<file path="src/rtl/hist_pkg.sv">
package hist_pkg;

  typedef enum logic [1:0] {
    SW_IDLE  = 2'd0,
    SW_WAIT  = 2'd1,
    SW_CLEAR = 2'd2
  } sweep_state_e;

  // Width of a counter that can reach n without wrapping.
  function automatic int count_width(input int n);
    return $clog2(n + 1);
  endfunction

endpackage

</file>
<file path="src/rtl/hist_page_ram.sv">
module hist_page_ram #(
  parameter int ADDR_W = 4,
  parameter int CNT_W  = 7
) (
  input  logic              clk,
  input  logic              we,
  input  logic [ADDR_W-1:0] waddr,
  input  logic [CNT_W-1:0]  wdata,
  input  logic [ADDR_W-1:0] raddr_a,
  output logic [CNT_W-1:0]  qa,
  input  logic [ADDR_W-1:0] raddr_b,
  output logic [CNT_W-1:0]  qb
);
  localparam int DEPTH = 1 << ADDR_W;

  logic [CNT_W-1:0] mem [DEPTH];

  // One write port, two registered read ports; a read at the writing edge sees old data.
  always_ff @(posedge clk) begin
    if (we) mem[waddr] <= wdata;
  end

  always_ff @(posedge clk) begin
    qa <= mem[raddr_a];
  end

  always_ff @(posedge clk) begin
    qb <= mem[raddr_b];
  end

endmodule

</file>
<file path="src/rtl/hist_count_pipe.sv">
module hist_count_pipe #(
  parameter int ADDR_W = 4,
  parameter int CNT_W  = 7
) (
  input  logic                  clk,
  input  logic                  rst,
  input  logic                  s_vld,
  input  logic [ADDR_W-1:0]     s_bin,
  input  logic                  s_page,
  input  logic [1:0][CNT_W-1:0] q_page,
  output logic                  wr_en,
  output logic [ADDR_W-1:0]     wr_addr,
  output logic                  wr_page,
  output logic [CNT_W-1:0]      wr_data
);
  // Stage A: the RAM read is in flight; stage B: the write just issued.
  logic              a_vld, b_vld;
  logic [ADDR_W-1:0] a_bin, b_bin;
  logic              a_page, b_page;
  logic [CNT_W-1:0]  b_cnt;
  logic [CNT_W-1:0]  base;
  logic              hit_b;

  always_comb begin
    hit_b   = b_vld && (b_bin == a_bin) && (b_page == a_page);
    base    = hit_b ? b_cnt : q_page[a_page];
    wr_en   = a_vld;
    wr_addr = a_bin;
    wr_page = a_page;
    wr_data = base + 1'b1;
  end

  always_ff @(posedge clk) begin
    if (rst) begin
      a_vld  <= 1'b0;
      a_bin  <= '0;
      a_page <= 1'b0;
      b_vld  <= 1'b0;
      b_bin  <= '0;
      b_page <= 1'b0;
      b_cnt  <= '0;
    end else begin
      a_vld  <= s_vld;
      a_bin  <= s_bin;
      a_page <= s_page;
      b_vld  <= a_vld;
      b_bin  <= a_bin;
      b_page <= a_page;
      b_cnt  <= wr_data;
    end
  end

endmodule

</file>
<file path="src/rtl/hist_page_ctrl.sv">
module hist_page_ctrl
  import hist_pkg::*;
#(
  parameter int NUM_BINS  = 16,
  parameter int ADDR_W    = 4,
  parameter int CLR_DELAY = 40
) (
  input  logic              clk,
  input  logic              rst,
  input  logic              in_valid,
  input  logic              in_sync,
  output logic              accept,
  output logic              sample_page,
  output logic              acc_page,
  output logic              init_busy,
  output logic              sweep_we,
  output logic [1:0]        sweep_mask,
  output logic [ADDR_W-1:0] sweep_addr
);
  localparam int DLY_W = $clog2(CLR_DELAY + 1);
  localparam logic [ADDR_W-1:0] LAST_BIN = ADDR_W'(NUM_BINS - 1);
  localparam logic [DLY_W-1:0]  DLY_END  = DLY_W'(CLR_DELAY - 1);

  sweep_state_e     st;
  logic             started;
  logic             sync_hit;
  logic             swap;
  logic [DLY_W-1:0] dly;

  always_comb begin
    sync_hit    = in_valid && in_sync && !init_busy;
    swap        = started && sync_hit;
    accept      = in_valid && !init_busy && (started || in_sync);
    sample_page = swap ? ~acc_page : acc_page;
    sweep_we    = (st == SW_CLEAR);
  end

  always_ff @(posedge clk) begin
    if (rst) begin
      st         <= SW_CLEAR;
      init_busy  <= 1'b1;
      sweep_mask <= 2'b11;
      sweep_addr <= '0;
      started    <= 1'b0;
      acc_page   <= 1'b0;
      dly        <= '0;
    end else begin
      if (sync_hit) started <= 1'b1;
      if (swap)     acc_page <= ~acc_page;
      unique case (st)
        SW_IDLE: begin
          if (swap) begin
            st  <= SW_WAIT;
            dly <= '0;
          end
        end
        SW_WAIT: begin
          if (swap) begin
            dly <= '0;
          end else if (dly == DLY_END) begin
            st         <= SW_CLEAR;
            sweep_addr <= '0;
            sweep_mask <= acc_page ? 2'b01 : 2'b10;
          end else begin
            dly <= dly + 1'b1;
          end
        end
        SW_CLEAR: begin
          if (sweep_addr == LAST_BIN) begin
            init_busy <= 1'b0;
            st        <= swap ? SW_WAIT : SW_IDLE;
            dly       <= '0;
          end else begin
            sweep_addr <= sweep_addr + 1'b1;
          end
        end
        default: st <= SW_IDLE;
      endcase
    end
  end

endmodule

</file>
<file path="src/rtl/hist_dual_page.sv">
module hist_dual_page
  import hist_pkg::*;
#(
  parameter int DATA_W           = 8,
  parameter int NUM_BINS         = 16,
  parameter int SAMPLES_PER_SYNC = 64,
  parameter int CLR_DELAY        = 40
) (
  input  logic                                  clk,
  input  logic                                  rst,
  input  logic                                  in_valid,
  input  logic                                  in_sync,
  input  logic [DATA_W-1:0]                     in_data,
  input  logic                                  rd_en,
  input  logic [$clog2(NUM_BINS)-1:0]           rd_addr,
  output logic [$clog2(SAMPLES_PER_SYNC+1)-1:0] rd_data,
  output logic                                  rd_valid
);
  localparam int ADDR_W = $clog2(NUM_BINS);
  localparam int CNT_W  = count_width(SAMPLES_PER_SYNC);

  logic              accept, sample_page, acc_page, init_busy;
  logic              sweep_we;
  logic [1:0]        sweep_mask;
  logic [ADDR_W-1:0] sweep_addr;
  logic [ADDR_W-1:0] s_bin;

  logic              cnt_we, cnt_wpage;
  logic [ADDR_W-1:0] cnt_waddr;
  logic [CNT_W-1:0]  cnt_wdata;

  logic [1:0][CNT_W-1:0] qa, qb;
  logic                  rd_sel;

  assign s_bin = in_data[DATA_W-1 -: ADDR_W];

  generate
    if (DATA_W > ADDR_W) begin : g_low_bits
      logic unused_low;
      assign unused_low = ^in_data[DATA_W-ADDR_W-1:0];
    end
  endgenerate

  hist_page_ctrl #(
    .NUM_BINS  (NUM_BINS),
    .ADDR_W    (ADDR_W),
    .CLR_DELAY (CLR_DELAY)
  ) u_ctrl (
    .clk         (clk),
    .rst         (rst),
    .in_valid    (in_valid),
    .in_sync     (in_sync),
    .accept      (accept),
    .sample_page (sample_page),
    .acc_page    (acc_page),
    .init_busy   (init_busy),
    .sweep_we    (sweep_we),
    .sweep_mask  (sweep_mask),
    .sweep_addr  (sweep_addr)
  );

  hist_count_pipe #(
    .ADDR_W (ADDR_W),
    .CNT_W  (CNT_W)
  ) u_pipe (
    .clk     (clk),
    .rst     (rst),
    .s_vld   (accept),
    .s_bin   (s_bin),
    .s_page  (sample_page),
    .q_page  (qa),
    .wr_en   (cnt_we),
    .wr_addr (cnt_waddr),
    .wr_page (cnt_wpage),
    .wr_data (cnt_wdata)
  );

  generate
    for (genvar p = 0; p < 2; p++) begin : g_page
      logic              we;
      logic [ADDR_W-1:0] wa;
      logic [CNT_W-1:0]  wd;

      always_comb begin
        if (sweep_we && sweep_mask[p]) begin
          we = 1'b1;
          wa = sweep_addr;
          wd = '0;
        end else begin
          we = cnt_we && (cnt_wpage == 1'(p));
          wa = cnt_waddr;
          wd = cnt_wdata;
        end
      end

      hist_page_ram #(
        .ADDR_W (ADDR_W),
        .CNT_W  (CNT_W)
      ) u_ram (
        .clk     (clk),
        .we      (we),
        .waddr   (wa),
        .wdata   (wd),
        .raddr_a (s_bin),
        .qa      (qa[p]),
        .raddr_b (rd_addr),
        .qb      (qb[p])
      );
    end
  endgenerate

  always_ff @(posedge clk) begin
    if (rst) begin
      rd_valid <= 1'b0;
      rd_sel   <= 1'b1;
    end else begin
      rd_valid <= rd_en;
      rd_sel   <= ~acc_page;
    end
  end

  assign rd_data = qb[rd_sel];

endmodule

</file>
<file path="config.mk">
export PLATFORM = sky130hd
export DESIGN_NAME = hist_dual_page
export DESIGN_NICKNAME = d
export VERILOG_FILES = /design/src/rtl/hist_pkg.sv /design/src/rtl/hist_page_ram.sv /design/src/rtl/hist_count_pipe.sv /design/src/rtl/hist_page_ctrl.sv /design/src/rtl/hist_dual_page.sv
export SDC_FILE = /design/constraint.sdc
export NUM_CORES = 1
export LEC_CHECK = 0
export ABC_CLOCK_PERIOD_IN_PS = 4750
export BUFFER_PORTS_ARGS = -buffer_cell sky130_fd_sc_hd__buf_2
export CAP_MARGIN = 25
export CORE_MARGIN = 5
export CORE_UTILIZATION = 35
export DETAILED_ROUTE_END_ITERATION = 16
export GPL_TIMING_DRIVEN = 1
export SYNTH_ARGS = -nofsm -noshare
export SYNTH_HDL_FRONTEND = slang
export SYNTH_SLANG_ARGS = --single-unit
</file>
<file path="constraint.sdc">
create_clock -name clk -period 4.75 [get_ports clk]
set_clock_uncertainty 0.15 [all_clocks]
set_input_delay 0.475 -clock clk [delete_from_list [all_inputs] [get_ports clk]]
set_output_delay 0.475 -clock clk [all_outputs]
set_load 0.01 [all_outputs]
</file>
==> results of run 1 <==
power groups by stage:
| stage | clock network [mW] | registers, mW | logic, mW |
|---|---|---|---|
| after floorplan | 0 | 2.85 | 0.281 |
| after global placement | 0 | 2.87 | 0.380 |
| after detailed placement | 0 | 2.87 | 0.382 |
| after CTS | 2.55 | 2.82 | 0.383 |
| after global routing | 2.66 | 2.83 | 0.405 |
| final | 2.49 | 2.82 | 0.378 |
kinds of logic after synthesis:
kind of cell | share of synthesized area, %
AO/OA/AOI/OAI | 2.06
XOR/XNOR | 1.08
adder cells (fa/ha/maj) | 0.290
buffers and inverters | 2.00
flip-flops | 62.0
multiplexers | 25.8
AND/OR/NAND/NOR | 6.73
stage by stage:
step	area, sq um	util, %
floorplan	12900	-
finish	14700	40.3
global route	14700	40.3
global placement	13500	37.0
CTS	14700	40.1
detailed placement	13600	37.2
metal layers:
metal / GRT usage [%] / vias to the layer above / routed length [microns]
met1: 20.8 / 3685 / 13400
met5: 0 / - / 7
met2: 25.6 / 222 / 15600
li1: - / 3041 / -
met3: 2.78 / 37 / 1770
met4: 3.98 / 2 / 536
flip-flops by register name, summed over array words and instances (netlist names), 4 cells and up:
register / cells
u_ctrl.dly: 6
g_page.u_ram.qb: 14
g_page.u_ram.mem: 224
g_page.u_ram.qa: 14
u_pipe.wr_addr: 4
u_pipe.b_bin: 4
u_ctrl.sweep_addr: 4
u_pipe.b_cnt: 7
cells in the mapped netlist, types with 2 or more instances:
cell / instances
sky130_fd_sc_hd__or2_2: 3
sky130_fd_sc_hd__nand3_1: 16
sky130_fd_sc_hd__nand4_1: 3
sky130_fd_sc_hd__ha_1: 3
sky130_fd_sc_hd__o2111a_1: 2
sky130_fd_sc_hd__o31ai_1: 2
sky130_fd_sc_hd__buf_2: 12
sky130_fd_sc_hd__inv_1: 3
sky130_fd_sc_hd__buf_1: 6
sky130_fd_sc_hd__and3_1: 4
sky130_fd_sc_hd__o21bai_1: 2
sky130_fd_sc_hd__o211ai_1: 3
sky130_fd_sc_hd__and4_1: 2
sky130_fd_sc_hd__buf_6: 8
sky130_fd_sc_hd__dfxtp_1: 65
sky130_fd_sc_hd__a221oi_1: 3
sky130_fd_sc_hd__clkbuf_1: 16
sky130_fd_sc_hd__edfxtp_1: 224
sky130_fd_sc_hd__o21ai_0: 7
sky130_fd_sc_hd__xor2_1: 4
sky130_fd_sc_hd__or4_1: 2
sky130_fd_sc_hd__mux4_2: 140
sky130_fd_sc_hd__mux2_2: 7
sky130_fd_sc_hd__a21boi_0: 3
sky130_fd_sc_hd__a21oi_1: 15
sky130_fd_sc_hd__and2_1: 5
sky130_fd_sc_hd__nand2b_1: 8
sky130_fd_sc_hd__nand2_1: 11
sky130_fd_sc_hd__nor3_1: 17
sky130_fd_sc_hd__nor2_1: 60
sky130_fd_sc_hd__nor2b_1: 15
sky130_fd_sc_hd__xnor2_1: 12
sky130_fd_sc_hd__nand3b_1: 4
sky130_fd_sc_hd__mux2i_1: 11
sky130_fd_sc_hd__a31oi_1: 3
sky130_fd_sc_hd__or3_1: 2
sky130_fd_sc_hd__buf_4: 2
area by class of cell:
cell class	count	share of cell area, %
sequential	289	54.6
multi-input combinational	382	31.7
clock buffer	44	6.24
tap	468	3.98
timing repair buffer	49	2.37
clock inverter	18	1.11
inverter	3	0.0765
path summary, 6_finish.rpt:
kind,cells after the start,end,from,slack [ns]
max,10,g_page[0].u_ram.mem[11][4],u_pipe.wr_addr[2],0.93
min,2,rd_valid,rd_en,0.03
max reg2reg,10,g_page[0].u_ram.mem[11][4],u_pipe.wr_addr[2],0.93
min reg2reg,1,u_pipe.wr_en,u_ctrl.init_busy,0.31
placed cells by master, fill, tap and decap left out, types with 4 or more instances in the layout:
cell                        instances
sky130_fd_sc_hd__nand3_1           16
sky130_fd_sc_hd__clkbuf_1           7
sky130_fd_sc_hd__nor3_1            17
sky130_fd_sc_hd__dfxtp_1           65
sky130_fd_sc_hd__xor2_1             4
sky130_fd_sc_hd__edfxtp_1         224
sky130_fd_sc_hd__nand3b_1           4
sky130_fd_sc_hd__buf_4             24
sky130_fd_sc_hd__nor2b_1           15
sky130_fd_sc_hd__mux2_2             7
sky130_fd_sc_hd__clkinv_1           7
sky130_fd_sc_hd__and3_1             4
sky130_fd_sc_hd__mux4_2           140
sky130_fd_sc_hd__clkbuf_16         34
sky130_fd_sc_hd__mux2i_1           11
sky130_fd_sc_hd__xnor2_1           12
sky130_fd_sc_hd__buf_6              7
sky130_fd_sc_hd__a21oi_1           15
sky130_fd_sc_hd__nand2_1           11
sky130_fd_sc_hd__and2_1             5
sky130_fd_sc_hd__buf_2             18
sky130_fd_sc_hd__nand2b_1           8
sky130_fd_sc_hd__o21ai_0            7
sky130_fd_sc_hd__nor2_1            60
==> results.md, run 1 <==
Outcome:
- The run finished with clean final reports.

Critical path:
- The worst setup path is launched from a flop.
- For the worst setup path, the data arrival time is 3.85 ns.
- The critical path goes through xnor2_1 > nand4_1 > nor2_1 > o21ai_0 > ha_1 > and3_1 > xnor2_1 > nand3_1 > o21ai_0 > nor2_1.
- By startpoint and endpoint, the worst setup path is classified as reg2reg.
- The capturing element type of the critical path is a flop.
- Counting both buffers and inverters, the worst setup path holds a total of 0.
- Among all stages on the critical path, the largest delay is contributed by sky130_fd_sc_hd__nor2_1.
- The required time of the critical path is 4.78 ns.
- In this design, the stage delay of the slowest critical-path cell is 0.84 ns.
- The maximum net fanout on the critical path is 16.
- The top cell family by delay on the critical path is simple AND/OR/NAND/NOR gates.

STA:
- The post-route worst setup slack is 0.928 ns.
- In the final timing run, aggregate negative setup slack is 0 ns.
- Setup violations remaining at the end of the flow were counted as 0.
- The final max-slew violation count is 0.
- After layout, the worst path uses 80.5% of the clock period.
- The clock period could shrink to 3.82 ns.
- Based on the critical path, the design can be clocked at up to 262 MHz.
- The transition time of the tightest slew-check pin is 1.11 ns.
- The hold violation count in the final report came to 0.
- The worst-case headroom to the max-slew limit is 25.7%.
- The final hold slack is 0.0314 ns.
- Setup repair after global routing left no endpoint under its margin.

Final layout:
- The area taken by multi-input logic gates is 4660 sq um.
- After the flow finishes, the layout carries non-filler instances totaling 1253.
- The filler cells instantiated in the layout total 3255.
- The layout cell share with drive strength beyond 1 is 32.2%.
- The synthesis-to-finish area growth is 13.7%.
- After the last flow step, the layout net total stands at 779.
- The sequential cell area in the final layout is 8030 sq um.
- The count of inserted antenna diode cells is 0.

Worst hold path:
- The worst hold path belongs to the class in2reg.

Power:
- Sequential cells burn 49.6% of the power.
- The combinational fraction of design power is 6.6%.
- The net switching share of the total power is 22.6%.
- The worst-case IR drop observed on VDD is 330 uV.
- The standby leakage power is 4.54 nW.
- The analysis attributes to net switching a power of 1.29 mW.
- Cell internal power was estimated by the tool at 4.40 mW.
- The total chip power is 5.69 mW.
- Per report_power, the clock group accounts for 43.7% of the total.
- Dividing total power by cell area gives a power density of 386 nW/um^2.

Yosys:
- The count of flip-flops with a built-in enable after synthesis is 224.
- The warning count from the yosys run is 0.
- The synthesized design devotes to its leading area cell type 52.0% of total area.
- Synthesis inferred 289 register bits.
- By area the synthesized netlist is led by sky130_fd_sc_hd__edfxtp_1, sky130_fd_sc_hd__mux4_2, sky130_fd_sc_hd__dfxtp_1.
- Summed over all instances, the cell type with the most area after synthesis is sky130_fd_sc_hd__edfxtp_1.
- Sequential cells were found to cover 62.0% of the synthesized design area.
- The most used flip-flop cell after synthesis is sky130_fd_sc_hd__edfxtp_1.
- The synthesized net count is 738.
- The share of synthesized registers carrying an async set or reset is 0%.
- The number of different library cells in the post-synthesis netlist is 50.
- The netlist area before placement is 12900 sq um.
- The cell count after synthesis is 718.
- A synthesized cell averages 18.0 sq um.

Placed design:
- Port buffering added 20 buffers.
- The number of placed instances, taps included is 1185.
- Detailed placement ended at an HPWL of 20.1 mm.
- The weighted congestion reported at the end of routability-driven placement is 0.812.
- At the placement stage, the worst setup path has a slack of 0.934 ns.

Floorplan:
- The die extent in y is 202 microns.
- The die area is 40900 sq um.
- The width of the die is 202 microns.
- The floorplan row count is 70.
- The floorplan step defined a core boundary enclosing 36500 sq um.
- For this configuration, the core starts out at a cell density of 35.4%.
- The total I/O pin count is 25.

CTS:
- The number of clock sinks seen by CTS is 289.
- The CTS clock-pin slew for the worst setup and hold paths is 0.06 ns.
- The tree is rooted in a sky130_fd_sc_hd__clkbuf_16.
- The number of H-tree levels is 2.
- The buffer levels on the longest clock path is 3.
- TritonCTS built the clock tree.
- After clock tree synthesis, the setup repair step added 0 buffers.
- Buffers inserted to repair hold after CTS numbered 0.
- After clock tree synthesis, the repair step resized 0 gates.
- The number of buffers created by CTS is 34.
- The clock reaches the later pin of the worst-skew pair after 0.53 ns.

Route:
- After the first detailed-routing iteration, the DRC count stood at 563.
- In the routed layout, each cell is associated on average with a via count of 5.58.
- The wire length after detailed routing is 31.4 mm.
- The number of vias after detailed routing is 6987.
- The per-cell routed wire length is 25.0 microns.
- The count of TritonRoute iterations in the first routing pass is 5.
- In the routed design, unresolved DRC markers number 0.
- The detail route stage leaves a number of antenna-violating nets equal to 0.

Global routing:
- The first global-routing pass estimated 46.4 mm of wire.
- The combined global-route utilization of all metal layers is 15.3%.
- The number of global-route vias before repair is 7188.
- After global routing the overflow that remains totals 0.
- The initial antenna violation count came to 2.
- The largest net degree at the start of global routing is 42.

Job:
- Max-cap violations in this run came to 0.
Note: power is estimated with default switching activity, not from simulation.
==> inputs of run 2 (changes only) <==
--- a/config.mk
+++ b/config.mk
@@ -5,7 +5,8 @@
 export SDC_FILE = /design/constraint.sdc
 export NUM_CORES = 1
 export LEC_CHECK = 0
-export ABC_CLOCK_PERIOD_IN_PS = 4750
+export ABC_AREA = 1
+export ABC_CLOCK_PERIOD_IN_PS = 3100
 export BUFFER_PORTS_ARGS = -buffer_cell sky130_fd_sc_hd__buf_2
 export CAP_MARGIN = 25
 export CORE_MARGIN = 5
==> constraint.sdc (replaced) <==
create_clock -name clk -period 3.1 [get_ports clk]
set_clock_uncertainty 0.15 [all_clocks]
set_input_delay 0.31 -clock clk [delete_from_list [all_inputs] [get_ports clk]]
set_output_delay 0.31 -clock clk [all_outputs]
set_load 0.01 [all_outputs]
==> results.md, run 2 <==
Final layout:
- The flip-flop count of the largest register after layout was 224 (unchanged).
- The final layout net count was 1451 (was 779).
- The count of inserted antenna diode cells came to 0 (unchanged).
- The layout cell share with drive strength beyond 1 is 13.2% (was 32.2%).
- The largest register by flop count is g_page.u_ram.mem (unchanged).
- The post-layout instance area is 15800 sq um (was 14700 sq um).
- The leading cell type in the layout, fill and taps excluded is sky130_fd_sc_hd__o21ai_0 (was sky130_fd_sc_hd__edfxtp_1).
- Biggest registers after layout: g_page.u_ram.mem (224), g_page.u_ram.qa (14), g_page.u_ram.qb (14) (unchanged).
- The synthesis-to-finish area growth is 15.4% (was 13.7%).
- Commonest cells after routing, fill and taps aside: sky130_fd_sc_hd__o21ai_0, sky130_fd_sc_hd__edfxtp_1, sky130_fd_sc_hd__nor2_1 (was sky130_fd_sc_hd__edfxtp_1, sky130_fd_sc_hd__mux4_2, sky130_fd_sc_hd__dfxtp_1).

Yosys:
- The cell count after synthesis is 1397 (was 718).
- The warning count from the yosys run came to 0 (unchanged).
- The mean cell area of the mapped netlist is 9.78 sq um (was 18.0 sq um).
- Main area contributors after synthesis: sky130_fd_sc_hd__edfxtp_1, sky130_fd_sc_hd__o21ai_0, sky130_fd_sc_hd__dfxtp_1 (was sky130_fd_sc_hd__edfxtp_1, sky130_fd_sc_hd__mux4_2, sky130_fd_sc_hd__dfxtp_1).
- The most instantiated flip-flop cell in the synthesis netlist is sky130_fd_sc_hd__edfxtp_1 (unchanged).
- The synthesized net count is 1417 (was 738).
- The portion of the post-synthesis area used by sequential elements is 58.8% (was 62.0%).
- The biggest area consumer among synthesized cells is sky130_fd_sc_hd__edfxtp_1 (unchanged).
- The count of flip-flops with a built-in enable after synthesis came to 224 (unchanged).
- The netlist area before placement is 13700 sq um (was 12900 sq um).
- The share of synthesized registers carrying an async set or reset is 0% (unchanged).
- The number of different library cells in the post-synthesis netlist is 44 (was 50).
- The most frequent cell after synthesis is sky130_fd_sc_hd__o21ai_0 (was sky130_fd_sc_hd__edfxtp_1).
- Top cells by count, synth: sky130_fd_sc_hd__o21ai_0, sky130_fd_sc_hd__edfxtp_1, sky130_fd_sc_hd__nor2_1, sky130_fd_sc_hd__a21oi_1, sky130_fd_sc_hd__inv_1 (was sky130_fd_sc_hd__edfxtp_1, sky130_fd_sc_hd__mux4_2, sky130_fd_sc_hd__dfxtp_1, sky130_fd_sc_hd__nor2_1, sky130_fd_sc_hd__nor3_1).
- The flip-flop and latch count after synthesis was 289 (unchanged).
- The area share of the largest cell type after synthesis is 49.2% (was 52.0%).

Route:
- The number of vias after detailed routing is 10500 (was 6987).
- The per-cell via count in the routed design is 5.32 (was 5.58).
- The DRC violations left is 0 (unchanged).
- The final antenna-violating net count is 0 (unchanged).
- The detailed router's first-iteration violation count is 857 (was 563).
- The per-cell routed wire length is 18.6 microns (was 25.0 microns).
- The wire length after detailed routing was 36.7 mm (was 31.4 mm).
- The count of TritonRoute iterations in the first routing pass came to 5 (unchanged).

Floorplan:
- The floorplan row count came to 72 (was 70).
- The width of the die came to 208 microns (was 202 microns).
- The core footprint came to 38600 sq um (was 36500 sq um).
- The total I/O pin count is 25 (unchanged).
- The die area is 43100 sq um (was 40900 sq um).
- The die extent in y is 208 microns (was 202 microns).
- The starting utilization of the core area is 35.4% (about the same).

CTS:
- The root buffer cell is sky130_fd_sc_hd__clkbuf_16 (unchanged).
- The number of H-tree levels is 2 (unchanged).
- The buffer count from post-CTS setup fixing was 0 (unchanged).
- The CTS clock-pin slew for the worst setup and hold paths came to 0.05 ns (was 0.06 ns).
- The number of clock sinks seen by CTS came to 289 (unchanged).
- The number of buffers created by CTS came to 34 (unchanged).
- The buffer levels on the longest clock path came to 3 (unchanged).
- The clock tree from TritonCTS is done (unchanged).
- The worst-skew pair later-pin latency is 0.52 ns (was 0.53 ns).

STA:
- The maximum achievable frequency is 354 MHz (was 262 MHz).
- The final hold slack is 0.110 ns (was 0.0314 ns).
- Unrepaired setup endpoints after global routing: false (unchanged).
- The hold violation count in the final report is 0 (unchanged).
- The portion of the clock cycle consumed by the worst path in the final layout was 91.1% (was 80.5%).
- The sum of negative setup slack came to 0 ns (unchanged).
- The count of endpoints failing setup in the final report was 0 (unchanged).
- The post-route worst setup slack came to 0.275 ns (was 0.928 ns).
- The post-layout minimum cycle time is 2.82 ns (was 3.82 ns).
- The transition time of the tightest slew-check pin was 1.05 ns (was 1.11 ns).
- The final max-slew violation count is 0 (unchanged).
- The worst-case headroom to the max-slew limit is 29.5% (was 25.7%).

Critical path:
- The category of the worst setup path launch point was a flop (unchanged).
- The critical path startpoint is u_pipe.wr_page (was u_pipe.wr_addr[2]).
- The destination of the critical timing path is g_page[1].u_ram.mem[8][3] (was g_page[0].u_ram.mem[11][4]).
- The minimum setup slack among reg-to-reg paths is 0.28 ns (was 0.93 ns).
- The maximum net fanout on the critical path is 16 (unchanged).
- The launch instance of the worst register-to-register path is u_pipe.wr_page (was u_pipe.wr_addr[2]).
- The required time of the critical path is 3.12 ns (was 4.78 ns).
- The endpoint of the worst-slack reg-to-reg timing path is g_page[1].u_ram.mem[8][3] (was g_page[0].u_ram.mem[11][4]).
- The count of cells along the worst register-to-register path was 10 (unchanged).
- The capturing element type of the critical path is a flop (unchanged).
- The critical setup path kind is reg2reg (unchanged).
- The data arrival at the endpoint of the critical path came to 2.85 ns (was 3.85 ns).

Global routing:
- The wire length of the first global-routing pass is 56.6 mm (was 46.4 mm).
- The initial antenna violation count is 0 (was 2).
- The largest net degree at the start of global routing is 169 (was 42).
- The sum of overflow across all layers after global routing is 0 (unchanged).
- The number of global-route vias before repair was 10100 (was 7188).
- The combined global-route utilization of all metal layers was 16.4% (was 15.3%).

Placed design:
- The post-placement cell area was 14600 sq um (was 13600 sq um).
- The number of port buffers is 20 (unchanged).
- The weighted congestion reported at the end of routability-driven placement was 0.815 (was 0.812).
- The worst setup slack after placement is 0.130 ns (was 0.934 ns).
- The final HPWL from detailed placement is 22.9 mm (was 20.1 mm).

Power:
- The cell area power density is 566 nW/um^2 (was 386 nW/um^2).
- The standby leakage power is 5.88 nW (was 4.54 nW).
- The maximum vdd ir drop is 369 uV (was 330 uV).

Worst hold path:
- The classification of the worst-slack hold path was in2reg (unchanged).

Outcome:
- Result of the run: completed (unchanged).

Job:
- The max-capacitance violation count is 0 (unchanged).
run 2: metrics by stage:
step	util, %	std cells	total power [mW]
2_1_floorplan	-	1397	4.89
3_3_place_gp	37.8	1906	5.17
3_5_place_dp	37.8	1907	5.19
4_1_cts	40.7	1973	8.98
5_1_grt	40.8	1975	9.27
6_report	40.8	1975	8.92
run 2: critical path, cell delays in order (launching register included):
cell	delay [ns]
sky130_fd_sc_hd__dfxtp_1	0.58
sky130_fd_sc_hd__nand2_1	0.12
sky130_fd_sc_hd__nand2_2	0.13
sky130_fd_sc_hd__nor2_8	0.06
sky130_fd_sc_hd__nand3_4	0.09
sky130_fd_sc_hd__buf_4	0.15
sky130_fd_sc_hd__nand2_2	0.05
sky130_fd_sc_hd__nand2_2	0.09
sky130_fd_sc_hd__nand3_2	0.11
sky130_fd_sc_hd__xor2_2	0.16
sky130_fd_sc_hd__nor2_1	0.79
run 2: kinds of logic after synthesis:
group | count (synthesis) | share of synthesized area (%)
compound gates | 481 | 19.4
simple gates | 351 | 11.6
flops | 289 | 58.8
buf+inv | 228 | 6.57
mux | 43 | 3.21
fa+ha+maj | 3 | 0.275
xor+xnor | 2 | 0.183
run 2: cell type report:
cell class | count | area, sq um
multi-input combinational | 880 | 4750
clock buffer | 46 | 953
clock inverter | 16 | 130
timing repair buffer | 90 | 744
fill | 3665 | 22900
inverter | 136 | 510
sequential | 289 | 8030
tap | 518 | 648
run 2: worst min path at each step:
| stage | start | endpoint | slack (ns) | depth (start not counted) |
|---|---|---|---|---|
| 2_1_floorplan | rst | u_pipe.wr_en | 0.24 | 1 |
| 3_3_place_gp | u_ctrl.sweep_mask[1] | u_ctrl.sweep_mask[1] | 0.29 | 2 |
| 3_5_place_dp | u_ctrl.sweep_mask[1] | u_ctrl.sweep_mask[1] | 0.30 | 2 |
| 4_1_cts | rst | u_pipe.b_cnt[0] | 0.10 | 2 |
| 5_1_grt | rst | u_pipe.b_cnt[0] | 0.14 | 2 |
| 6_report | rst | rd_valid | 0.11 | 2 |
run 2: power by group:
group,switching [mW],total [mW],internal [mW],leakage [nW]
Combinational,0.545,0.813,0.269,2.71
Clock,1.54,3.80,2.26,0.537
Sequential,0.0486,4.31,4.26,2.63
run 2: timing repair:
| action | in CTS | in global routing |
|---|---|---|
| hold endpoints to repair | 3 | 0 |
| endpoints found under the setup margin | 0 | 64 |
| hold buffers | 4 | 0 |
| resized for setup | 0 | 4 |
run 2: per-layer routing:
metal / routed length, microns / global-route usage [%]
met5: 0 / 0
met1: 15900 / 22.7
met3: 2780 / 2.69
met4: 1010 / 5.24
met2: 17000 / 26.5
==> inputs of run 3 (changes only) <==
--- a/config.mk
+++ b/config.mk
@@ -10,9 +10,11 @@
 export BUFFER_PORTS_ARGS = -buffer_cell sky130_fd_sc_hd__buf_2
 export CAP_MARGIN = 25
 export CORE_MARGIN = 5
-export CORE_UTILIZATION = 35
+export CORE_UTILIZATION = 57
 export DETAILED_ROUTE_END_ITERATION = 16
 export GPL_TIMING_DRIVEN = 1
+export PLACE_DENSITY = 0.76
+export SETUP_SLACK_MARGIN = 0.3
 export SYNTH_ARGS = -nofsm -noshare
 export SYNTH_HDL_FRONTEND = slang
 export SYNTH_SLANG_ARGS = --single-unit
==> results.md, run 3 (same netlist as run 2, synthesis figures left out) <==
Power:
- The maximum vdd ir drop is 345 uV (was 369 uV).
- The cell area power density is 556 nW/um^2 (was 566 nW/um^2).
- The standby leakage power is 5.80 nW (was 5.88 nW).
- The total chip power was 8.55 mW (was 8.92 mW).

Route:
- The number of vias after detailed routing is 10900 (was 10500).
- The detailed router's first-iteration violation count is 1443 (was 857).
- The per-cell via count in the routed design came to 6.17 (was 5.32).
- The wire length after detailed routing is 36.2 mm (was 36.7 mm).
- The DRC violations left was 0 (unchanged).
- The final antenna-violating net count is 0 (unchanged).
- The count of TritonRoute iterations in the first routing pass is 6 (was 5).
- The per-cell routed wire length is 20.5 microns (was 18.6 microns).

STA:
- The final hold slack is 0.0678 ns (was 0.110 ns).
- The post-layout minimum cycle time was 2.64 ns (was 2.82 ns).
- The sum of negative setup slack was 0 ns (unchanged).
- The transition time of the tightest slew-check pin came to 1.07 ns (was 1.05 ns).
- The final max-slew violation count is 0 (unchanged).
- Unrepaired setup endpoints after global routing: false (unchanged).
- The maximum achievable frequency is 379 MHz (was 354 MHz).
- The worst-case headroom to the max-slew limit is 28.6% (was 29.5%).
- The count of endpoints failing setup in the final report is 0 (unchanged).
- The hold violation count in the final report is 0 (unchanged).
- The post-route worst setup slack was 0.459 ns (was 0.275 ns).
- The portion of the clock cycle consumed by the worst path in the final layout came to 85.2% (was 91.1%).

Critical path:
- The highest cell delay on the worst timing path is 0.54 ns (was 0.79 ns).
- The destination of the critical timing path is g_page[1].u_ram.mem[10][4] (was g_page[1].u_ram.mem[8][3]).
- The launch instance of the worst register-to-register path is u_pipe.wr_page (unchanged).
- The capturing element type of the critical path is a flop (unchanged).
- The critical path startpoint is u_pipe.wr_page (unchanged).
- The data arrival at the endpoint of the critical path is 2.74 ns (was 2.85 ns).
- The critical path's most frequent cell is sky130_fd_sc_hd__nand2_1 (was sky130_fd_sc_hd__nand2_2).
- The maximum net fanout on the critical path was 16 (unchanged).
- The required time of the critical path is 3.20 ns (was 3.12 ns).
- The endpoint of the worst-slack reg-to-reg timing path is g_page[1].u_ram.mem[10][4] (was g_page[1].u_ram.mem[8][3]).
- The slowest library cell on the worst path is sky130_fd_sc_hd__dfxtp_1 (was sky130_fd_sc_hd__nor2_1).
- The minimum setup slack among reg-to-reg paths is 0.46 ns (was 0.28 ns).
- The top cell family by delay on the critical path is simple AND/OR/NAND/NOR gates (unchanged).
- CP cell instances: buf_4 > nand2_1 > nand2_1 > nand2_1 > nand2_1 > ha_1 > nand2_2 > o21ai_1 > o21ai_1 > nor2_2 (was nand2_1 > nand2_2 > nor2_8 > nand3_4 > buf_4 > nand2_2 > nand2_2 > nand3_2 > xor2_2 > nor2_1).
- The category of the worst setup path launch point is a flop (unchanged).
- The path length in cells of the critical path is 10 (unchanged).
- The critical setup path kind is reg2reg (unchanged).
- The total buffers and inverters traversed by the critical path came to 1 (unchanged).
- The count of cells along the worst register-to-register path came to 10 (unchanged).

Placed design:
- The number of placed instances, taps included is 1714 (was 1907).
- The post-placement cell area came to 14400 sq um (was 14600 sq um).
- The worst setup slack after placement came to 0.170 ns (was 0.130 ns).
- The final HPWL from detailed placement is 22.7 mm (was 22.9 mm).
- The number of port buffers is 20 (unchanged).
- The weighted congestion reported at the end of routability-driven placement is 0.938 (was 0.815).

Outcome:
- Result of the run: completed (unchanged).

Global routing:
- The largest net degree at the start of global routing is 169 (unchanged).
- The wire length of the first global-routing pass was 55.6 mm (was 56.6 mm).
- The combined global-route utilization of all metal layers is 26.5% (was 16.4%).
- The sum of overflow across all layers after global routing is 0 (unchanged).
- The initial antenna violation count was 0 (unchanged).
- The number of global-route vias before repair is 10400 (was 10100).

CTS:
- The worst-skew pair later-pin latency was 0.54 ns (was 0.52 ns).
- The number of clock sinks seen by CTS is 289 (unchanged).
- The CTS clock-pin slew for the worst setup and hold paths is 0.06 ns (was 0.05 ns).
- The clock tree from TritonCTS is done (unchanged).
- The root buffer cell is sky130_fd_sc_hd__clkbuf_16 (unchanged).
- The number of buffers created by CTS is 29 (was 34).
- The buffer levels on the longest clock path is 3 (unchanged).
- The number of H-tree levels is 1 (was 2).

Final layout:
- The largest register by flop count is g_page.u_ram.mem (unchanged).
- The final layout net count is 1450 (was 1451).
- The synthesis-to-finish area growth came to 12.4% (was 15.4%).
- The count of inserted antenna diode cells is 0 (unchanged).
- The layout cell share with drive strength beyond 1 came to 13.1% (was 13.2%).
- Commonest cells after routing, fill and taps aside: sky130_fd_sc_hd__o21ai_0, sky130_fd_sc_hd__edfxtp_1, sky130_fd_sc_hd__nor2_1 (unchanged).
- The leading cell type in the layout, fill and taps excluded is sky130_fd_sc_hd__o21ai_0 (unchanged).
- The flip-flop count of the largest register after layout was 224 (unchanged).
- The post-layout instance area was 15400 sq um (was 15800 sq um).
- Biggest registers after layout: g_page.u_ram.mem (224), g_page.u_ram.qa (14), g_page.u_ram.qb (14) (unchanged).
- The utilization of the core after routing is 65.2% (was 40.8%).
- The count of placed standard cells in the final layout, fillers left out is 1771 (was 1975).

Floorplan:
- The width of the die is 165 microns (was 208 microns).
- The floorplan row count was 56 (was 72).
- The starting utilization of the core area is 58.0% (was 35.4%).
- The core footprint came to 23500 sq um (was 38600 sq um).
- The total I/O pin count is 25 (unchanged).
- The die extent in y came to 165 microns (was 208 microns).
- The die area was 27200 sq um (was 43100 sq um).

Job:
- The max-capacitance violation count is 0 (unchanged).

Worst hold path:
- The classification of the worst-slack hold path is in2reg (unchanged).
run 3: timing repair:
item	in CTS	in global routing
hold buffers	4	0
setup endpoints to repair	128	59
buffers inserted	0	0
hold endpoints to repair	3	0
resized for setup	8	6
cloned	0	0
run 3: how the worst min path moves through the flow:
stage                          from                    to  slack, ns  depth (start not counted)
3_5_place_dp   u_ctrl.sweep_mask[1]  u_ctrl.sweep_mask[1]       0.30                          2
6_report                        rst     u_pipe.wr_addr[2]       0.07                          2
4_1_cts                         rst          u_pipe.b_vld       0.05                          2
5_1_grt                         rst          u_pipe.b_vld       0.11                          2
3_3_place_gp   u_ctrl.sweep_mask[1]  u_ctrl.sweep_mask[1]       0.29                          2
2_1_floorplan                   rst          u_pipe.wr_en       0.24                          1
run 3: routing by layer:
layer  wire [microns]  up-vias  global-route usage, %
met1            14100     5130                   36.4
met5                0        -                      0
met3             4070      103                   4.87
met4             1200        0                   9.72
met2            16900      670                   42.6
li1                 -     5021                      -
run 3: final cells by class:
cell class,instances,area (sq um)
clock buffer,43,828
clock inverter,10,101
fill,1816,8180
inverter,136,510
multi-input combinational,880,4770
sequential,289,8030
tap,319,399
timing repair buffer,94,724
run 3: power by group:
part / internal (mW) / switching [mW] / leakage [nW]
clock: 2.00 / 1.41 / 0.457
sequential: 4.26 / 0.0529 / 2.63
combinational: 0.266 / 0.558 / 2.71
total: 6.53 / 2.02 / 5.80
